File: src/rtl/tick_source_pkg.sv
package tick_source_pkg;

    typedef enum logic [1:0] {
        SRC_BUS   = 2'd0,
        SRC_QUAD  = 2'd1,
        SRC_EVENT = 2'd2
    } src_kind_e;

    typedef struct packed {
        logic pulse;
        logic down;
    } step_t;

    localparam logic [2:0] MODE_EVENT = 3'd7;

    function automatic src_kind_e decode_src(input logic [2:0] mode);
        src_kind_e k;
        case (mode)
            3'd1, 3'd2, 3'd3: k = SRC_QUAD;
            3'd7:             k = SRC_EVENT;
            default:          k = SRC_BUS;
        endcase
        return k;
    endfunction

    // Direction of one valid transition: a change on channel 0 counts up
    // when the new levels differ; a change on channel 1 counts up when they match.
    function automatic logic quad_is_up(input logic a_moved, input logic a, input logic b);
        return a_moved ? (a ^ b) : ~(a ^ b);
    endfunction

endpackage

File: src/rtl/tick_sync_edge.sv
module tick_sync_edge #(
    parameter int W = 2
) (
    input  logic         clk,
    input  logic         rst,
    input  logic [W-1:0] raw,
    output logic [W-1:0] lvl,
    output logic [W-1:0] lvl_prev
);
    logic [W-1:0] stage1;
    logic [W-1:0] stage2;
    logic [W-1:0] stage3;

    always_ff @(posedge clk) begin
        if (rst) begin
            stage1 <= '0;
            stage2 <= '0;
            stage3 <= '0;
        end else begin
            stage1 <= raw;
            stage2 <= stage1;
            stage3 <= stage2;
        end
    end

    assign lvl      = stage2;
    assign lvl_prev = stage3;
endmodule

File: src/rtl/tick_quad_decoder.sv
module tick_quad_decoder
    import tick_source_pkg::*;
(
    input  logic [1:0] chan_sel,
    input  logic       a,
    input  logic       b,
    input  logic       a_prev,
    input  logic       b_prev,
    output step_t      step
);
    logic a_moved;
    logic b_moved;
    logic single;
    logic use_a;
    logic use_b;

    always_comb begin
        a_moved = a ^ a_prev;
        b_moved = b ^ b_prev;
        single  = a_moved ^ b_moved;
        use_a   = chan_sel[0];
        use_b   = chan_sel[1];
        step.pulse = single & ((a_moved & use_a) | (b_moved & use_b));
        step.down  = ~quad_is_up(a_moved, a, b);
    end
endmodule

File: src/rtl/tick_prescaler.sv
module tick_prescaler #(
    parameter int PSC_W = 16
) (
    input  logic             clk,
    input  logic             rst,
    input  logic             clear,
    input  logic             pulse_in,
    input  logic [PSC_W-1:0] div_m1,
    output logic             tick
);
    logic [PSC_W-1:0] acc;
    logic             at_end;

    always_comb begin
        at_end = (acc >= div_m1);
        tick   = pulse_in & at_end & ~clear;
    end

    always_ff @(posedge clk) begin
        if (rst || clear) begin
            acc <= '0;
        end else if (pulse_in) begin
            acc <= at_end ? '0 : acc + PSC_W'(1);
        end
    end
endmodule

File: src/rtl/tick_updown_counter.sv
module tick_updown_counter #(
    parameter int CNT_W = 16
) (
    input  logic             clk,
    input  logic             rst,
    input  logic             reinit,
    input  logic             step,
    input  logic             down,
    input  logic [CNT_W-1:0] reload,
    output logic [CNT_W-1:0] value,
    output logic             wrap_evt
);
    always_ff @(posedge clk) begin
        if (rst) begin
            value    <= '0;
            wrap_evt <= 1'b0;
        end else if (reinit) begin
            value    <= down ? reload : '0;
            wrap_evt <= 1'b1;
        end else if (step) begin
            if (down) begin
                if (value == '0) begin
                    value    <= reload;
                    wrap_evt <= 1'b1;
                end else begin
                    value    <= value - CNT_W'(1);
                    wrap_evt <= 1'b0;
                end
            end else begin
                if (value >= reload) begin
                    value    <= '0;
                    wrap_evt <= 1'b1;
                end else begin
                    value    <= value + CNT_W'(1);
                    wrap_evt <= 1'b0;
                end
            end
        end else begin
            wrap_evt <= 1'b0;
        end
    end
endmodule

File: src/rtl/tick_source_timer.sv
module tick_source_timer
    import tick_source_pkg::*;
#(
    parameter int CNT_W  = 16,
    parameter int PSC_W  = 16,
    parameter int NTRIG  = 7,
    parameter int TSEL_W = 3
) (
    input  logic              clk,
    input  logic              rst,
    input  logic [2:0]        slave_mode,
    input  logic [TSEL_W-1:0] trig_sel,
    input  logic              ch0_pin,
    input  logic              ch1_pin,
    input  logic [NTRIG-1:0]  trig_in,
    input  logic              sw_update,
    input  logic              count_en,
    input  logic              dir_cfg,
    input  logic [PSC_W-1:0]  psc_val,
    input  logic [CNT_W-1:0]  reload_val,
    output logic [CNT_W-1:0]  cnt_value,
    output logic              dir_down,
    output logic              update_evt
);
    localparam int CH_N = 2;

    src_kind_e       kind;
    logic [CH_N-1:0] ch_lvl;
    logic [CH_N-1:0] ch_prev;
    logic [NTRIG-1:0] tr_lvl;
    logic [NTRIG-1:0] tr_prev;
    logic [NTRIG-1:0] tr_rise;
    logic            sel_rise;
    step_t           qstep;
    logic            src_pulse;
    logic            psc_tick;
    logic            dir_reg;
    logic            step_down;

    tick_sync_edge #(.W(CH_N)) i_ch_sync (
        .clk      (clk),
        .rst      (rst),
        .raw      ({ch1_pin, ch0_pin}),
        .lvl      (ch_lvl),
        .lvl_prev (ch_prev)
    );

    tick_sync_edge #(.W(NTRIG)) i_tr_sync (
        .clk      (clk),
        .rst      (rst),
        .raw      (trig_in),
        .lvl      (tr_lvl),
        .lvl_prev (tr_prev)
    );

    assign tr_rise = tr_lvl & ~tr_prev;

    always_comb begin
        sel_rise = 1'b0;
        for (int i = 0; i < NTRIG; i++) begin
            if (trig_sel == TSEL_W'(i + 1)) sel_rise = tr_rise[i];
        end
    end

    tick_quad_decoder i_quad (
        .chan_sel (slave_mode[1:0]),
        .a        (ch_lvl[0]),
        .b        (ch_lvl[1]),
        .a_prev   (ch_prev[0]),
        .b_prev   (ch_prev[1]),
        .step     (qstep)
    );

    always_comb begin
        kind = decode_src(slave_mode);
        case (kind)
            SRC_QUAD:  src_pulse = qstep.pulse;
            SRC_EVENT: src_pulse = sel_rise;
            default:   src_pulse = 1'b1;
        endcase
        src_pulse = src_pulse & count_en;
        if (kind == SRC_QUAD) step_down = qstep.pulse ? qstep.down : dir_reg;
        else                  step_down = dir_cfg;
    end

    always_ff @(posedge clk) begin
        if (rst) begin
            dir_reg <= 1'b0;
        end else if (kind == SRC_QUAD) begin
            if (count_en && qstep.pulse) dir_reg <= qstep.down;
        end else begin
            dir_reg <= dir_cfg;
        end
    end

    tick_prescaler #(.PSC_W(PSC_W)) i_psc (
        .clk      (clk),
        .rst      (rst),
        .clear    (sw_update),
        .pulse_in (src_pulse),
        .div_m1   (psc_val),
        .tick     (psc_tick)
    );

    tick_updown_counter #(.CNT_W(CNT_W)) i_cnt (
        .clk      (clk),
        .rst      (rst),
        .reinit   (sw_update),
        .step     (psc_tick),
        .down     (step_down),
        .reload   (reload_val),
        .value    (cnt_value),
        .wrap_evt (update_evt)
    );

    assign dir_down = dir_reg;
endmodule

File: config.mk
export PLATFORM = sky130hd
export DESIGN_NAME = tick_source_timer
export DESIGN_NICKNAME = d
export VERILOG_FILES = /design/src/rtl/tick_source_pkg.sv /design/src/rtl/tick_sync_edge.sv /design/src/rtl/tick_quad_decoder.sv /design/src/rtl/tick_prescaler.sv /design/src/rtl/tick_updown_counter.sv /design/src/rtl/tick_source_timer.sv
export SDC_FILE = /design/constraint.sdc
export NUM_CORES = 1
export LEC_CHECK = 0
export BUFFER_PORTS_ARGS = -buffer_cell sky130_fd_sc_hd__buf_2
export CAP_MARGIN = 15
export CELL_PAD_IN_SITES_DETAIL_PLACEMENT = 0
export CELL_PAD_IN_SITES_GLOBAL_PLACEMENT = 2
export CORE_MARGIN = 3
export CORE_UTILIZATION = 25
export DETAILED_ROUTE_END_ITERATION = 12
export PLACE_DENSITY_LB_ADDON = 0.1
export SYNTH_ARGS = -nofsm -noshare
export SYNTH_HDL_FRONTEND = slang
export SYNTH_SLANG_ARGS = --single-unit
export TNS_END_PERCENT = 50
File: constraint.sdc
create_clock -name clk -period 3.3 [get_ports clk]
set_input_delay 0.165 -clock clk [delete_from_list [all_inputs] [get_ports clk]]
set_output_delay 0.165 -clock clk [all_outputs]
set_load 0.02 [all_outputs]
* After elaboration in Yosys (flattened, before gate mapping)
Index checks and enable logic that the tools add are counted.
Storage, ports and cells: register bits after elaboration 61, input bits 52, output and inout bits 18, word-level logic and storage cells 76
Cells by class: add/subtract/negate cells 3, order comparisons 2, equal/unequal tests 14, mux-type cells 26, bitwise logic cells 16, reduce and logical (&&, ||, !) cells 5
Operators by type and width (number):
- $mux W16 | 7
- $add A16 B1 Y16 const B | 2
- $ge A16 B16 Y1 | 2
- $mux W1 | 17
- $logic_not A16 Y1 | 1
- $sub A16 B1 Y16 const B | 1
- $eq A3 B3 Y1 const B | 5
- $eq A3 B2 Y1 const B | 4
- $and A7 B7 Y7 | 1
- $not A7 Y7 | 1
- $and A1 B1 Y1 | 6
- $eq A3 B1 Y1 const B | 2
- $pmux W2 S2 | 1
- $xor A1 B1 Y1 | 4
- $not A1 Y1 | 3
- $reduce_or A3 Y1 | 1
- $eq A2 B1 Y1 const B | 1
- $eq A2 B2 Y1 const B | 1
- $ne A2 B1 Y1 const B | 1
- $pmux W1 S2 | 1
- $reduce_bool A2 Y1 | 1
- $logic_and A1 B1 Y1 | 1
- $logic_or A1 B1 Y1 | 1
- $or A1 B1 Y1 | 1

* Longest topological paths before layout
Gate-level depths: netlist of run 1.
depth after elaboration 15, mapped depth 12, depth with buffers taken out 9

* Cells and area by module
A second synthesis of run 1 with hierarchy kept.
Unflattened totals: cells, all modules 524, area total of the unflattened synthesis 4371.7 µm²
Modules (own cells, without submodules):
- tick_updown_counter | times used 1, cells each 300, area an instance 2163.3 µm², sequential area each 340.3 µm²
- tick_prescaler | times used 1, cells each 135, area an instance 1193.6 µm², sequential area each 320.3 µm²
- tick_sync_edge at i_tr_sync | times used 1, cells each 44, area an instance 624.3 µm², sequential area each 420.4 µm²
- tick_source_timer | times used 1, cells each 27, area an instance 185.2 µm², sequential area each 20.0 µm²
- tick_sync_edge at i_ch_sync | times used 1, cells each 12, area an instance 157.7 µm², sequential area each 120.1 µm²
- tick_quad_decoder | times used 1, cells each 6, area an instance 47.5 µm², sequential area each 0.0 µm²

* Least setup slack after synthesis of run 1
No wires, ideal clock.
path kind register to register, start point reg i_psc.acc[5], end point reg i_psc.acc[3], library setup time 0.064 ns, arrival time 2.401 ns, required time 3.236 ns, setup slack 0.835 ns, stages on the path, launching flop included 12, buffers on the path 3, period minus slack after synthesis 2.465 ns, path through dfxtp_1 ha_1 and3_1 a221o_1 a31oi_1 o41ai_2 and2_4 buf_6 or3_1 buf_6 buf_12 nor2_4
On the way: longest elaborated chain between the ends 2
Ends and longest elaborated chain:
- start, declared | RTL line tick_prescaler.sv:11 | logic [PSC_W-1:0] acc;
- start signal, assigned | RTL line tick_prescaler.sv:23 | acc <= at_end ? '0 : acc + PSC_W'(1);
- $ge A16 B16 Y1 | RTL line tick_prescaler.sv:15 | at_end = (acc >= div_m1);
- $mux W16 | RTL line tick_prescaler.sv:23
No other way between the ends. A chain may end at the register's enable or synchronous reset.

* Final worst setup path of run 1
start point reg i_cnt.value[2], end point reg i_cnt.value[3]
On the way: longest elaborated chain between the ends 5, elaborated cells on any way between the ends 9, classes of those cells add/sub (2); order compare (1); mux (5); reduce/logical (1)
Ends and longest elaborated chain:
- start, declared | RTL line tick_updown_counter.sv:10 | output logic [CNT_W-1:0] value,
- start signal, assigned | RTL line tick_updown_counter.sv:18 | value <= down ? reload : '0;
- start signal, assigned | RTL line tick_updown_counter.sv:23 | value <= reload;
- start signal, assigned | RTL line tick_updown_counter.sv:26 | value <= value - CNT_W'(1);
- $add A16 B1 Y16 (tied with other cells) | RTL line tick_updown_counter.sv:34 | value <= value + CNT_W'(1);
- $mux W16, on equally long branches | RTL line tick_updown_counter.sv:30, tick_updown_counter.sv:22
- $mux W16 (*) | RTL line tick_updown_counter.sv:21 | if (down) begin
- $mux W16 (*) | RTL line tick_updown_counter.sv:20 | end else if (step) begin
- $mux W16 (*) | RTL line tick_updown_counter.sv:17 | end else if (reinit) begin
Mark *: on every way between the ends. The rest lies on a longest branch, timed or not. The select of a mux whose other input is x is not followed.

==> impl_metrics.py, run 1 <==
metrics = {
    "layout": {
        "syn2layout_area_growth_pct": 20.5,
        "nFillCells": 1854,
        "drive_gt1_share_pct": 21.5,
        "antenna_cells": 0,
        "nets": 688,
        "stdcell_count": 825,
    },
    "sta": {
        "rsz0062_at_grt": "false",
        "worst_pin_slew_ps": 581,
        "fmaxAchievable_mhz": 333,
        "hold_viol": 0,
        "slew_headroom_pct": 61.2,
        "min_period_over_period_pct": 90.9,
        "tns_ps": 0,
        "slew_viol_final": 0,
        "period_needed_ps": 3000,
        "setup_viol": 0,
        "finalClockSkew_ps": 7.37,
    },
    "logic_synthesis": {
        "post-synth-top-area-cell": "dfxtp_1",
        "netlist_instances": 532,
        "synth_top_area_share_pct": 28.1,
        "async_flop_share_pct": 0,
        "synth_ff_type": "dfxtp_1",
        "ys_top_cells_by_area": "dfxtp_1 28%, ha_1 10%, nor2b_1 4.8%",
        "yosysUniqueCellTypes": 67,
        "syn-num-nets": 620,
        "netlist_area_sq_um": 4350,
        "synth_seq_area_share_pct": 28.1,
        "ys_ff_latch": 61,
        "synth_edf_count": 0,
        "ys_warn_count": 0,
        "avgSynthCellArea_sq_um": 8.17,
    },
    "floorplanning": {
        "start_util_pct": 25.8,
        "fp.coreArea_sq_um": 16800,
        "die_height_um": 138,
        "die_area_sq_um": 19000,
        "die_w_um": 138,
        "rows": 47,
        "num_io_pins": 70,
    },
    "global_route": {
        "grt.total_usage_pct": 15.1,
        "grt_pass1_vias": 4047,
        "grt_max_degree": 40,
        "grt_pass1_wl_um": 22100,
        "antenna_found_initial": 0,
        "gr-total-overflow": 0,
    },
    "detailed_routing": {
        "via_count": 4065,
        "drtAntennaViolNets": 0,
        "wl_um": 13900,
        "drtIter0Drc": 219,
        "drcViolationCount": 0,
        "wl_per_cell_um": 16.9,
        "vias_per_cell": 4.93,
        "drt-pass1-iter-count": 5,
    },
    "clocking": {
        "root_buffer": "clkbuf_16",
        "cts_setup_buffers": 0,
        "clk_latency_ps": 340,
        "clkTransAtPathRegs_ps": 60,
        "clock_sinks": 61,
        "cts_resized": 0,
        "clockBufferDepth": 2,
        "cts_buffers": 9,
        "htree_levels": 3,
        "cts_tree": "built",
        "ctsHoldBuffers": 0,
    },
    "hold_path": {
        "min_path_type": "in -> reg",
    },
    "setup_path": {
        "worstPathRequired_ps": 3520,
        "critPathCaptureType": "flip-flop",
        "cp-start-kind": "flip-flop",
        "worstPathMaxFanout": 14,
        "cp.arrival_ps": 3220,
        "worstSetupPathType": "reg -> reg",
    },
    "placement": {
        "dpl.cell_count": 809,
        "dp_hpwl_um": 10400,
        "globalplace.congestion": 0.840,
        "io_buffer_count": 69,
    },
    "pwr": {
        "p_leak_nw": 2.30,
        "peakVddDrop_uv": 223,
        "power_density_nw_per_um2": 417,
    },
    "status": {
        "status": "finished clean",
    },
    "flow_run": {
        "maxCapViolations": 0,
    },
}
kinds of logic (layout without fill, tap and decap cells):
family	count (synthesis)	count (layout)	synth area share [%]
xor+xnor	29	29	5.85
buf+inv	70	143	7.17
mux	3	3	0.691
compound gates	119	119	19.2
fa+ha+maj	36	36	10.4
simple gates	214	214	28.6
flops	61	61	28.1
path summary, 6_finish.rpt:
check	cells past startpoint	from	end	slack, ps
max	9	i_cnt.value[2]$_SDFFE_PP0P_	i_cnt.value[3]$_SDFFE_PP0P_	300
min	2	trig_in[3]	i_tr_sync.stage1[3]$_SDFF_PP0_	40
max reg2reg	9	i_cnt.value[2]$_SDFFE_PP0P_	i_cnt.value[3]$_SDFFE_PP0P_	300
min reg2reg	1	i_tr_sync.stage1[0]$_SDFF_PP0_	i_tr_sync.lvl[0]$_SDFF_PP0_	440
critical path, stage by stage, from the launching register on:
cell	delay [ps]
dfxtp_1	680
ha_1	360
a21o_1	180
a31oi_1	160
o21ai_0	220
a21oi_1	270
and3b_1	310
buf_4	240
a221oi_1	100
a2111oi_0	370
through the flow:
stage	utilization [%]	setup WS, ps	hold WS [ps]	total power, mW	cell area, sq um
floorplan	-	835	293	1.12	4350
global placement	29.4	161	372	1.29	4950
detailed placement	29.4	273	380	1.28	4950
CTS	31.1	257	23.9	2.22	5240
global route	31.1	43.0	39.7	2.30	5240
finish	31.1	301	36.2	2.18	5240
per-layer routing:
metal	part of all wire (%)	routed length, um	up-vias	GRT usage (%)
li1	-	-	2036	-
met1	46	6430	1934	19.2
met2	49	6830	77	26.1
met3	3.4	474	18	3.43
met4	1.3	182	0	3.46
met5	0	0	-	0
area by class of cell:
cell class	instances	area, sq um	share of cell area (%)
clock buffers	12	256	4.90
clock inverters	4	32.5	0.621
inverters	38	143	2.72
multi-input cells	401	2810	53.7
flip-flops and latches	61	1220	23.3
well taps	220	275	5.26
repair buffers	89	495	9.46
cell usage in the layout, fill, tap and decap left out, types with 6 or more instances in the layout:
| cell type | n |
|---|---|
| a21o_1 | 9 |
| a21oi_1 | 33 |
| a22oi_1 | 6 |
| a31oi_1 | 9 |
| and3_1 | 8 |
| buf_2 | 69 |
| buf_4 | 20 |
| clkbuf_16 | 9 |
| dfxtp_1 | 61 |
| ha_1 | 36 |
| inv_1 | 38 |
| nand2_1 | 42 |
| nand3_1 | 21 |
| nand4_1 | 19 |
| nor2_1 | 30 |
| nor2_4 | 10 |
| nor2b_1 | 33 |
| nor3_1 | 8 |
| o21ai_0 | 16 |
| or3_1 | 7 |
| xnor2_1 | 9 |
| xor2_1 | 20 |
Yosys cell counts (3+ instances only):
| master | instances |
|---|---|
| xnor2_1 | 9 |
| a21o_1 | 9 |
| a211o_1 | 5 |
| ha_1 | 36 |
| buf_2 | 8 |
| nor3_1 | 8 |
| and2_1 | 4 |
| nand3b_1 | 4 |
| nand3_1 | 21 |
| a22oi_1 | 6 |
| a21oi_1 | 33 |
| a221oi_1 | 5 |
| nor4_1 | 4 |
| or3_1 | 7 |
| xor2_1 | 20 |
| and3_1 | 8 |
| nor2_1 | 30 |
| dfxtp_1 | 61 |
| nand2b_1 | 5 |
| clkbuf_1 | 19 |
| and4_1 | 3 |
| a221o_1 | 3 |
| a211oi_1 | 3 |
| nand2_1 | 42 |
| a2111oi_0 | 4 |
| buf_6 | 3 |
| nand4_1 | 19 |
| a31oi_1 | 9 |
| nor2b_1 | 33 |
| inv_1 | 38 |
| nor2_4 | 10 |
| o21ai_0 | 16 |
| mux2i_1 | 3 |
| o211ai_1 | 5 |
where the power goes:
| group | internal, mW | switching (mW) |
|---|---|---|
| clock | 0.552 | 0.366 |
| sequential | 0.764 | 0.0400 |
| combinational | 0.185 | 0.274 |
sequential cells by signal, indices dropped and copies added, names as in the netlist:
signal and flops:
dir_down 1, i_ch_sync.lvl 2, i_ch_sync.lvl_prev 2, i_ch_sync.stage1 2
i_cnt.value 16, i_cnt.wrap_evt 1, i_psc.acc 16, i_tr_sync.lvl 7
i_tr_sync.lvl_prev 7, i_tr_sync.stage1 7
Power figures use the tool's default switching activity.
==> run 2, diff against run 1 <==
ABC_AREA = 1   (was not set)
==> impl_metrics.py, run 2 <==
metrics = {
    "setup_path": {
        "max_stage_delay_ps": 420,
        "crit_chain": "ha_1, nand2_1, inv_1, o21ai_0, a21oi_1, nor2_1, nand3_2, nand2_2, nand2_2, nor2_1, nor2_2",
        "cp-start-kind": "flip-flop",
        "path_delay_family": "simple AND/OR/NAND/NOR gates",
        "rr_startpoint": "i_psc.acc[9]$_SDFFE_PP0P_",
        "r2r_setup_slack_ps": 670,
        "worstPathRequired_ps": 3530,
        "cp.arrival_ps": 2850,
        "worstPathMaxFanout": 14,
        "worstSetupPathType": "reg -> reg",
        "critPathCaptureType": "flip-flop",
        "worst_path_max_delay_cell": "dfxtp_1",
        "rr_worst_depth": 11,
        "timing.critical_path.buf_inv": 1,
        "rr_endpoint": "i_cnt.value[3]$_SDFFE_PP0P_",
        "critPathLaunch": "i_psc.acc[9]$_SDFFE_PP0P_",
    },
    "detailed_routing": {
        "drtAntennaViolNets": 0,
        "drcViolationCount": 0,
        "vias_per_cell": 4.47,
        "wl_um": 16800,
        "drt-pass1-iter-count": 5,
        "wl_per_cell_um": 14.6,
        "via_count": 5149,
        "drtIter0Drc": 249,
    },
    "clocking": {
        "clockBufferDepth": 2,
        "clock_sinks": 61,
        "cts_buffers": 9,
        "root_buffer": "clkbuf_16",
        "cts_resized": 0,
        "htree_levels": 3,
        "clk_latency_ps": 340,
        "clkTransAtPathRegs_ps": 60,
        "cts_setup_buffers": 0,
        "ctsHoldBuffers": 0,
        "cts_tree": "built",
    },
    "global_route": {
        "grt_max_degree": 44,
        "gr-total-overflow": 0,
        "grt_pass1_vias": 4950,
        "grt_pass1_wl_um": 26700,
        "grt.total_usage_pct": 15.7,
        "antenna_found_initial": 0,
    },
    "sta": {
        "worst_pin_slew_ps": 615,
        "fin_ws_ps": 673,
        "setup_viol": 0,
        "slew_viol_final": 0,
        "tns_ps": 0,
        "fmaxAchievable_mhz": 381,
        "rsz0062_at_grt": "false",
        "min_period_over_period_pct": 79.6,
        "slew_headroom_pct": 58.9,
        "finalClockSkew_ps": 5.31,
        "period_needed_ps": 2630,
        "hold_viol": 0,
    },
    "logic_synthesis": {
        "avgSynthCellArea_sq_um": 6.10,
        "syn-num-nets": 905,
        "async_flop_share_pct": 0,
        "synth_seq_area_share_pct": 24.5,
        "ys_ff_latch": 61,
        "netlist_area_sq_um": 4990,
        "netlist_instances": 817,
        "synth_ff_type": "dfxtp_1",
        "yosys.cell_count.top_type": "nand2_1",
        "synth_top_area_share_pct": 24.5,
        "post-synth-top-area-cell": "dfxtp_1",
        "synth_common_cells": "217 x nand2_1, 143 x nor2_1, 108 x inv_1",
        "synth_edf_count": 0,
        "yosysUniqueCellTypes": 38,
        "ys_warn_count": 0,
        "ys_top_cells_by_area": "dfxtp_1 24%, nand2_1 16%, nor2_1 11%",
    },
    "floorplanning": {
        "start_util_pct": 25.5,
        "num_io_pins": 70,
        "die_w_um": 147,
        "rows": 51,
        "fp.coreArea_sq_um": 19500,
        "die_area_sq_um": 21700,
        "die_height_um": 147,
    },
    "hold_path": {
        "min-delay-start": "trig_in[5]",
        "worstHoldEndpoint": "i_tr_sync.stage1[5]$_SDFF_PP0_",
        "holdPathStages": 3,
        "min_path_type": "in -> reg",
    },
    "layout": {
        "multi_input_area_sq_um": 3120,
        "antenna_cells": 0,
        "nFillCells": 2266,
        "syn2layout_area_growth_pct": 17.9,
        "final_common_cell": "nand2_1",
        "drive_gt1_share_pct": 15.5,
        "final_util_pct": 30.1,
        "nets": 969,
        "final_cell_mix": "217 x nand2_1, 143 x nor2_1, 108 x inv_1",
        "regArea_sq_um": 1220,
        "reg_top3": "i_cnt.value x16, i_psc.acc x16",
    },
    "pwr": {
        "p_leak_nw": 2.90,
        "peakVddDrop_uv": 256,
        "finalPower_mw": 2.43,
        "power_density_nw_per_um2": 413,
    },
    "placement": {
        "io_buffer_count": 69,
        "globalplace.congestion": 0.789,
        "dpl_worst_slack_ps": 656,
        "dp_hpwl_um": 12900,
    },
    "flow_run": {
        "maxCapViolations": 0,
    },
    "status": {
        "status": "finished clean",
    },
}
run 2: cell types whose count changed after synthesis, sizes merged, moves of 12 or more:
cell and delta:
nand2 +183, nor2 +114, nor2b -33, clkbuf -16, buf +12, inv +77
nand3 +45
run 2: logic make-up after synthesis:
kind of cell / after synthesis / share of synthesized area (%)
AOI/OAI and AO/OA: 75 / 8.45
xor gates and xnor gates: 24 / 4.21
adders and majority gates: 36 / 9.03
buffers and inverters: 144 / 12.9
DFF: 61 / 24.5
and+or+nand+nor: 477 / 40.9
run 2: per-layer routing:
layer | wire, um | GRT usage (%) | share of wire [%]
met1 | 8700 | 22.6 | 52
met2 | 7030 | 23.9 | 42
met5 | 0 | 0 | 0
met4 | 187 | 3.59 | 1.1
met3 | 888 | 3.64 | 5.3
run 2: report_power, final:
part           leakage (nW)  total (mW)  internal, mW  switching [mW]
Combinational          2.24       0.573         0.185           0.388
Clock                 0.159        1.06         0.673           0.391
Sequential            0.500       0.790         0.767          0.0239
Total                  2.90        2.43          1.62           0.802
run 2: cell type report:
class                   instances  share of cell area [%]
well taps                     265                    5.64
repair buffers                 81                    7.40
flip-flops and latches         61                    20.8
clock buffers                   9                    3.83
inverters                     116                    7.49
clock inverters                 7                    1.79
multi-input cells             612                    53.1
run 2: worst max-delay path by stage:
stage / to / cells after the start
after floorplan: i_cnt.value[0]$_SDFFE_PP0P_ / 12
after global placement: i_cnt.value[3]$_SDFFE_PP0P_ / 11
after detailed placement: i_cnt.value[3]$_SDFFE_PP0P_ / 11
after CTS: i_cnt.value[3]$_SDFFE_PP0P_ / 11
after global routing: i_cnt.value[3]$_SDFFE_PP0P_ / 11
final: i_cnt.value[3]$_SDFFE_PP0P_ / 11
run 2: worst register-to-register path, cell delays in order, from the launching register on:
cell	delay, ps
dfxtp_1	420
ha_1	280
nand2_1	70
inv_1	30
o21ai_0	160
a21oi_1	80
nor2_1	160
nand3_2	250
nand2_2	410
nand2_2	370
nor2_1	220
nor2_2	60
run 2: stage by stage:
| step | instances | hold WS (ps) | instance area [sq um] |
|---|---|---|---|
| 2_1_floorplan | 817 | 272 | 4990 |
| 3_3_place_gp | 1135 | 370 | 5550 |
| 3_5_place_dp | 1135 | 370 | 5550 |
| 4_1_cts | 1151 | 9.07 | 5880 |
| 5_1_grt | 1151 | 20.1 | 5880 |
| 6_report | 1151 | 25.0 | 5880 |
